<file path="src/rtl/fwm_pkg.sv">
package fwm_pkg;

    typedef enum logic [1:0] {
        ST_IDLE  = 2'd0,
        ST_DELAY = 2'd1,
        ST_GATE  = 2'd2,
        ST_HOLD  = 2'd3
    } fwm_state_e;

endpackage

</file>
<file path="src/rtl/fwm_edge_sync.sv">
module fwm_edge_sync (
    input  logic clk_i,
    input  logic rst_ni,
    input  logic async_i,
    output logic rise_o
);

    logic s1_q, s2_q, s3_q;

    always_ff @(posedge clk_i or negedge rst_ni) begin
        if (!rst_ni) begin
            s1_q <= 1'b0;
            s2_q <= 1'b0;
            s3_q <= 1'b0;
        end else begin
            s1_q <= async_i;
            s2_q <= s1_q;
            s3_q <= s2_q;
        end
    end

    assign rise_o = s2_q & ~s3_q;

    // a detected rising edge never spans two reference cycles
    p_rise_single_r2: assert property (@(posedge clk_i) disable iff (!rst_ni)
        rise_o |=> !rise_o);

endmodule

</file>
<file path="src/rtl/fwm_unit_timer.sv">
module fwm_unit_timer #(
    parameter int UNIT_LOG2 = 8
) (
    input  logic clk_i,
    input  logic rst_ni,
    input  logic run_i,
    input  logic restart_i,
    output logic tick_o
);

    logic [UNIT_LOG2-1:0] pre_q;

    always_ff @(posedge clk_i or negedge rst_ni) begin
        if (!rst_ni)             pre_q <= '0;
        else if (restart_i || !run_i) pre_q <= '0;
        else                     pre_q <= pre_q + 1'b1;
    end

    assign tick_o = run_i & (&pre_q);

    // unit ticks are isolated single-cycle events
    p_tick_gap_r2: assert property (@(posedge clk_i) disable iff (!rst_ni)
        tick_o |=> !tick_o);

endmodule

</file>
<file path="src/rtl/fwm_cfg_check.sv">
module fwm_cfg_check #(
    parameter int UC_W  = 12,
    parameter int PER_W = 16
) (
    input  logic [UC_W-1:0]  start_i,
    input  logic [UC_W-1:0]  len_i,
    input  logic [PER_W-1:0] period_i,
    output logic             bad_o
);

    localparam int SUM_W = UC_W + 1;
    localparam int CMP_W = ((SUM_W > PER_W) ? SUM_W : PER_W) + 5;

    logic [CMP_W-1:0] lhs, rhs;

    always_comb begin
        lhs   = CMP_W'({1'b0, start_i} + {1'b0, len_i}) * CMP_W'(20);
        rhs   = CMP_W'(period_i) * CMP_W'(19);
        bad_o = (lhs >= rhs) || (len_i == '0);
    end

endmodule

</file>
<file path="src/rtl/freq_window_meter.sv">
module freq_window_meter
    import fwm_pkg::*;
#(
    parameter int UC_W      = 12,
    parameter int PER_W     = 16,
    parameter int N_W       = 3,
    parameter int ACC_W     = 32,
    parameter int UNIT_LOG2 = 8
) (
    input  logic             clk_i,
    input  logic             rst_ni,
    input  logic             enable_i,
    input  logic             meas_clk_i,
    input  logic             period_start_i,
    input  logic [UC_W-1:0]  start_units_i,
    input  logic [UC_W-1:0]  len_units_i,
    input  logic [PER_W-1:0] period_units_i,
    input  logic [N_W-1:0]   periods_log2_i,
    input  logic             dead_zero_i,
    output logic [ACC_W-1:0] result_o,
    output logic             done_o,
    output logic             error_o,
    output logic             cfg_bad_o
);

    localparam int PIDX_W = (1 << N_W) - 1;

    fwm_state_e st_q, st_d;

    logic              rise, tick, strobe;
    logic [UC_W-1:0]   units_q, start_q, len_q;
    logic [N_W-1:0]    nlog_q;
    logic              dead_q, dead_seen_q;
    logic [PIDX_W-1:0] pidx_q;
    logic [PIDX_W:0]   grp_size;
    logic [ACC_W-1:0]  cnt_q, acc_q, win_total;
    logic              delay_done, gate_done, grp_last, win_empty, busy;

    fwm_edge_sync u_sync (
        .clk_i   (clk_i),
        .rst_ni  (rst_ni),
        .async_i (meas_clk_i),
        .rise_o  (rise)
    );

    assign strobe = enable_i & period_start_i;

    fwm_unit_timer #(.UNIT_LOG2(UNIT_LOG2)) u_timer (
        .clk_i     (clk_i),
        .rst_ni    (rst_ni),
        .run_i     (enable_i),
        .restart_i (strobe),
        .tick_o    (tick)
    );

    fwm_cfg_check #(.UC_W(UC_W), .PER_W(PER_W)) u_cfg (
        .start_i  (start_units_i),
        .len_i    (len_units_i),
        .period_i (period_units_i),
        .bad_o    (cfg_bad_o)
    );

    assign busy       = (st_q == ST_DELAY) || (st_q == ST_GATE);
    assign delay_done = tick && ((units_q + 1'b1) >= start_q);
    assign gate_done  = tick && ((units_q + 1'b1) >= len_q);
    assign grp_size   = (PIDX_W+1)'(1) << nlog_q;
    assign grp_last   = ({1'b0, pidx_q} == (grp_size - 1'b1));
    assign win_total  = cnt_q + ACC_W'(rise);
    assign win_empty  = (win_total == '0);

    // next-state logic
    always_comb begin
        st_d = st_q;
        if (!enable_i) begin
            st_d = ST_IDLE;
        end else if (strobe) begin
            st_d = (start_units_i == '0) ? ST_GATE : ST_DELAY;
        end else begin
            unique case (st_q)
                ST_IDLE:  st_d = ST_IDLE;
                ST_DELAY: if (delay_done) st_d = ST_GATE;
                ST_GATE:  if (gate_done)  st_d = ST_HOLD;
                ST_HOLD:  st_d = ST_HOLD;
                default:  st_d = ST_IDLE;
            endcase
        end
    end

    // state register
    always_ff @(posedge clk_i or negedge rst_ni) begin
        if (!rst_ni) st_q <= ST_IDLE;
        else         st_q <= st_d;
    end

    // datapath and outputs
    always_ff @(posedge clk_i or negedge rst_ni) begin
        if (!rst_ni) begin
            units_q     <= '0;
            start_q     <= '0;
            len_q       <= '0;
            nlog_q      <= '0;
            dead_q      <= 1'b0;
            dead_seen_q <= 1'b0;
            pidx_q      <= '0;
            cnt_q       <= '0;
            acc_q       <= '0;
            result_o    <= '0;
            done_o      <= 1'b0;
            error_o     <= 1'b0;
        end else if (!enable_i) begin
            units_q     <= '0;
            cnt_q       <= '0;
            acc_q       <= '0;
            pidx_q      <= '0;
            dead_seen_q <= 1'b0;
            done_o      <= 1'b0;
            error_o     <= 1'b0;
        end else begin
            done_o <= 1'b0;
            if (strobe) begin
                units_q <= '0;
                cnt_q   <= '0;
                start_q <= start_units_i;
                len_q   <= len_units_i;
                if (busy) begin
                    error_o     <= 1'b1;
                    acc_q       <= '0;
                    pidx_q      <= '0;
                    dead_seen_q <= 1'b0;
                    nlog_q      <= periods_log2_i;
                    dead_q      <= dead_zero_i;
                end else if (pidx_q == '0) begin
                    nlog_q <= periods_log2_i;
                    dead_q <= dead_zero_i;
                end
            end else begin
                unique case (st_q)
                    ST_DELAY: begin
                        if (tick) units_q <= delay_done ? '0 : units_q + 1'b1;
                    end
                    ST_GATE: begin
                        cnt_q <= win_total;
                        if (tick) units_q <= units_q + 1'b1;
                        if (gate_done) begin
                            if (grp_last) begin
                                result_o    <= (dead_q && (dead_seen_q || win_empty))
                                               ? '0 : acc_q + win_total;
                                done_o      <= 1'b1;
                                acc_q       <= '0;
                                pidx_q      <= '0;
                                dead_seen_q <= 1'b0;
                            end else begin
                                acc_q       <= acc_q + win_total;
                                pidx_q      <= pidx_q + 1'b1;
                                dead_seen_q <= dead_seen_q | win_empty;
                            end
                        end
                    end
                    default: ;
                endcase
            end
        end
    end

    // completion is a single-cycle pulse
    p_done_single_r3: assert property (@(posedge clk_i) disable iff (!rst_ni)
        done_o |=> !done_o);

    // the result bus moves only with a completion pulse
    p_result_hold_r4: assert property (@(posedge clk_i) disable iff (!rst_ni)
        !done_o |-> $stable(result_o));

    // the early-strobe flag stays set while enabled
    p_err_sticky_r6: assert property (@(posedge clk_i) disable iff (!rst_ni)
        (enable_i && error_o) |=> error_o);

    // a disabled unit neither completes nor keeps an error
    p_quiet_off_r7: assert property (@(posedge clk_i) disable iff (!rst_ni)
        !enable_i |=> (!done_o && !error_o));

    // an early strobe always lands in a measurement state afterwards
    p_restart_r6: assert property (@(posedge clk_i) disable iff (!rst_ni)
        strobe |=> (st_q == ST_DELAY || st_q == ST_GATE));

endmodule

</file>
<file path="config.mk">
export PLATFORM = sky130hd
export DESIGN_NAME = freq_window_meter
export DESIGN_NICKNAME = d
export VERILOG_FILES = /design/src/rtl/fwm_pkg.sv /design/src/rtl/fwm_edge_sync.sv /design/src/rtl/fwm_unit_timer.sv /design/src/rtl/fwm_cfg_check.sv /design/src/rtl/freq_window_meter.sv
export SDC_FILE = /design/constraint.sdc
export NUM_CORES = 1
export LEC_CHECK = 0
export ABC_AREA = 1
export CAP_MARGIN = 20
export CORE_UTILIZATION = 40
export CTS_CLUSTER_SIZE = 10
export DETAILED_ROUTE_END_ITERATION = 7
export GPL_ROUTABILITY_DRIVEN = 0
export GPL_TIMING_DRIVEN = 0
export PLACE_DENSITY = 0.55
export SLEW_MARGIN = 30
export SYNTH_ARGS = -nofsm -noshare
export SYNTH_HDL_FRONTEND = slang
export SYNTH_SLANG_ARGS = --single-unit
</file>
<file path="constraint.sdc">
create_clock -name clk_i -period 12.9 [get_ports clk_i]
set_input_delay 1.29 -clock clk_i [delete_from_list [all_inputs] [get_ports clk_i]]
set_output_delay 1.29 -clock clk_i [all_outputs]
set_load 0.01 [all_outputs]
</file>
==> reports/summary.txt <==
status -> completed
Hold Buf Count CTS -> 0
Synth Area in Simple Gates -> 0.240
vias per cell -> 5.10
critical path capture point type -> output port
CTS tree -> done
Post-Synth Adder-Cell Area -> 0.171
grt ovf -> 0
Final Setup Violations -> 0
CP startpoint -> start_units_i[0]
Leak -> 7.65 nW
Synth Register Bits -> 159
DRC Markers -> 0
mean post-synth cell area -> 7.28 µm²
Setup crit start kind -> input pin
Ant. Diodes -> 0
Peak VDD IR -> 0.103 mV
vias in the first global route -> 11481
DRT Pass-1 Iters -> 5
Final min period -> 7.92 ns
hpwl dp -> 27.8 mm
async set or reset register ratio after synthesis -> 1.00
cell accounting for the most synthesized area -> dfrtp_1
die height -> 182 µm
Register Area -> 0.00398 mm²
worst hold start -> u_sync.s1_q$_DFF_PN0_
setup bufs post-CTS -> 0
CP Class -> input pin to output port
Power, Total -> 1.66 mW
YS warnings -> 0
PD cells -> 111 mW/mm²
Reg2Reg Launch Point -> u_sync.s2_q$_DFF_PN0_
GRT Overall Usage -> 0.219
Final Hold Violating Endpoints -> 0
core box area -> 0.0317 mm²
multiplexer share of the synthesized area -> 0.000867
max-cap violations -> 0
Post-Syn Instances -> 1783
H-Tree Depth -> 4
commonest non-fill, non-tap cell in the layout -> nand2_1
main combinational cell family by area after synthesis -> simple AND/OR/NAND/NOR gates
Multi-input gate area -> 0.00784 mm²
RSZ-0062 raised after global routing -> false
post-route ant nets -> 0
# IOs -> 84
WL per Instance -> 15.1 µm
Pins Over Slew Limit -> 0
die area -> 0.0332 mm²
count of buffers from port buffering -> 83
CP Max Fanout -> 3
worst path arrival time -> 6.63 ns
row count -> 65
Largest delay share family, worst path -> compound AO/OA/AOI/OAI gates
Post-CTS Resized -> 0
largest cells by area after synthesis -> dfrtp_1, ha_1, nand2_1, inv_1, a21oi_1
pin count of the biggest net entering global routing -> 79
CP bufs+invs -> 5
initial antenna violation count -> 0
Detailed Route WL -> 34.8 mm
Slowest-stage cell, CP -> clkdlybuf4s50_1
setup TNS -> 0 ns
first-pass GRT wire length -> 58.0 mm
Starting Density -> 0.409
clock latency on the worst-skew pair -> 0.45 ns
number of CTS-inserted buffers -> 17
slew at the pin closest to its max-slew limit -> 0.884 ns
Netlist cell types -> 44
# nets final -> 2104
Synth Area in XOR/XNOR -> 0.0560
Starting DRT DRC Count -> 744
f_max -> 126 MHz
vias -> 11739
Primary FF master, synth -> dfrtp_1
sequential area share after synthesis -> 0.306
Worst EP required -> 11.61 ns
post-synthesis compound-gate area fraction -> 0.136
Netlist Area Pre-Place -> 0.0130 mm²
Mapped Nets -> 2000
HP Class -> register to register
Max Root-Sink Buffers -> 2
area grow syn2layout -> 15.1%
most frequent cells in the layout -> nand2_1, inv_1, dfrtp_1
post-layout util -> 0.471
clock-pin transition on the worst setup and hold timing paths -> 0.07 ns
max_slew headroom -> 0.406
Largest stage delay, worst path -> 0.56 ns
EDFF count, synth -> 0
Die Wd -> 182 µm
fill count -> 3227
post-route clock period utilization -> 0.614
layout cell share with drive strength beyond 1 -> 0.0342
root buffer cell -> clkbuf_16
CTS Sinks -> 159
share of the synthesized area in the top cell type -> 0.306
Worst Skew -> 0.0146 ns
metrics by stage:
stage          setup WS (ns)  std cells  hold WS [ns]  cell area, µm²
3_5_place_dp            5.01       2270         0.340           14400
2_1_floorplan           6.62       1783         0.331           13000
6_report                4.98       2302         0.354           14900
5_1_grt                 4.44       2302         0.369           14900
4_1_cts                 4.99       2302         0.357           14900
3_3_place_gp            3.56       2268         0.339           14300
routing by layer:
layer	part of all wire	track usage	vias to the layer above
li1	-	-	6054
met1	0.52	0.320	5446
met2	0.42	0.336	212
met3	0.042	0.0353	27
met4	0.014	0.0545	0
met5	0	0	-
final timing paths:
kind | slack (ns) | cells after the start | end
max | 4.98 | 28 | cfg_bad_o
min reg2reg | 0.35 | 0 | u_sync.s2_q$_DFF_PN0_
max in group asynchronous | 11.28 | 3 | acc_q[29]$_DFFE_PN0P_
min in group asynchronous | 0.63 | 1 | start_q[2]$_DFFE_PN0P_
max reg2reg | 8.86 | 21 | result_o[19]$_DFFE_PN0P_
min | 0.35 | 0 | u_sync.s2_q$_DFF_PN0_
state kept, by name, summed over array words and instances (netlist names), 2 cells and up:
name	flops
nlog_q	3
units_q	12
cnt_q	32
u_timer.pre_q	8
acc_q	32
pidx_q	7
len_q	12
start_q	12
result_o	32
st_q	2
cell type report:
cell class	count	share of cell area
inverter	277	0.0696
timing repair buffer	85	0.0596
multi-input combinational	1318	0.525
tap	402	0.0337
buffer	29	0.00829
clock buffer	20	0.0312
sequential	159	0.266
clock inverter	12	0.00686
synth_stat cells (2+ instances only):
| master | n |
|---|---|
| xor2_1 | 55 |
| nand2_1 | 442 |
| a31oi_1 | 2 |
| o21bai_1 | 6 |
| dfrtp_1 | 159 |
| inv_1 | 268 |
| nand3b_1 | 3 |
| a211oi_1 | 4 |
| nand4_1 | 19 |
| nor2_1 | 142 |
| buf_2 | 12 |
| a221oi_1 | 2 |
| a21boi_0 | 2 |
| fa_1 | 15 |
| nor3b_1 | 2 |
| nand3_1 | 99 |
| o22ai_1 | 25 |
| o31ai_1 | 2 |
| a21oi_1 | 116 |
| ha_1 | 153 |
| inv_2 | 8 |
| nor2_4 | 2 |
| o211ai_1 | 4 |
| a21o_1 | 4 |
| nor4_1 | 9 |
| o221ai_1 | 2 |
| o21ai_0 | 111 |
| clkbuf_1 | 17 |
| xnor2_1 | 28 |
| o21ai_1 | 7 |
| a22o_1 | 18 |
| o21a_1 | 6 |
| nor3_1 | 25 |
| nand2_2 | 2 |
| nor2_2 | 3 |
power by group:
| part | switching (mW) | internal [mW] |
|---|---|---|
| clock network | 0.233 | 0.266 |
| registers | 0.0163 | 0.521 |
| logic | 0.375 | 0.253 |
| total | 0.624 | 1.04 |
worst register-to-register path: cells and delay by family (launching register included):
kind	cells	cell delay [ns]
adders and majority gates	3	0.85
xor gates and xnor gates	1	0.32
DFF	1	0.35
buffers and inverters	4	0.39
and+or+nand+nor	13	2.08
cell families after synthesis:
| family | count (synthesis) |
|---|---|
| compound gates | 314 |
| xor+xnor | 83 |
| fa+ha+maj | 168 |
| buf+inv | 306 |
| flops | 159 |
| mux | 1 |
| simple gates | 752 |
No activity file was read; power rests on OpenSTA's default activity.
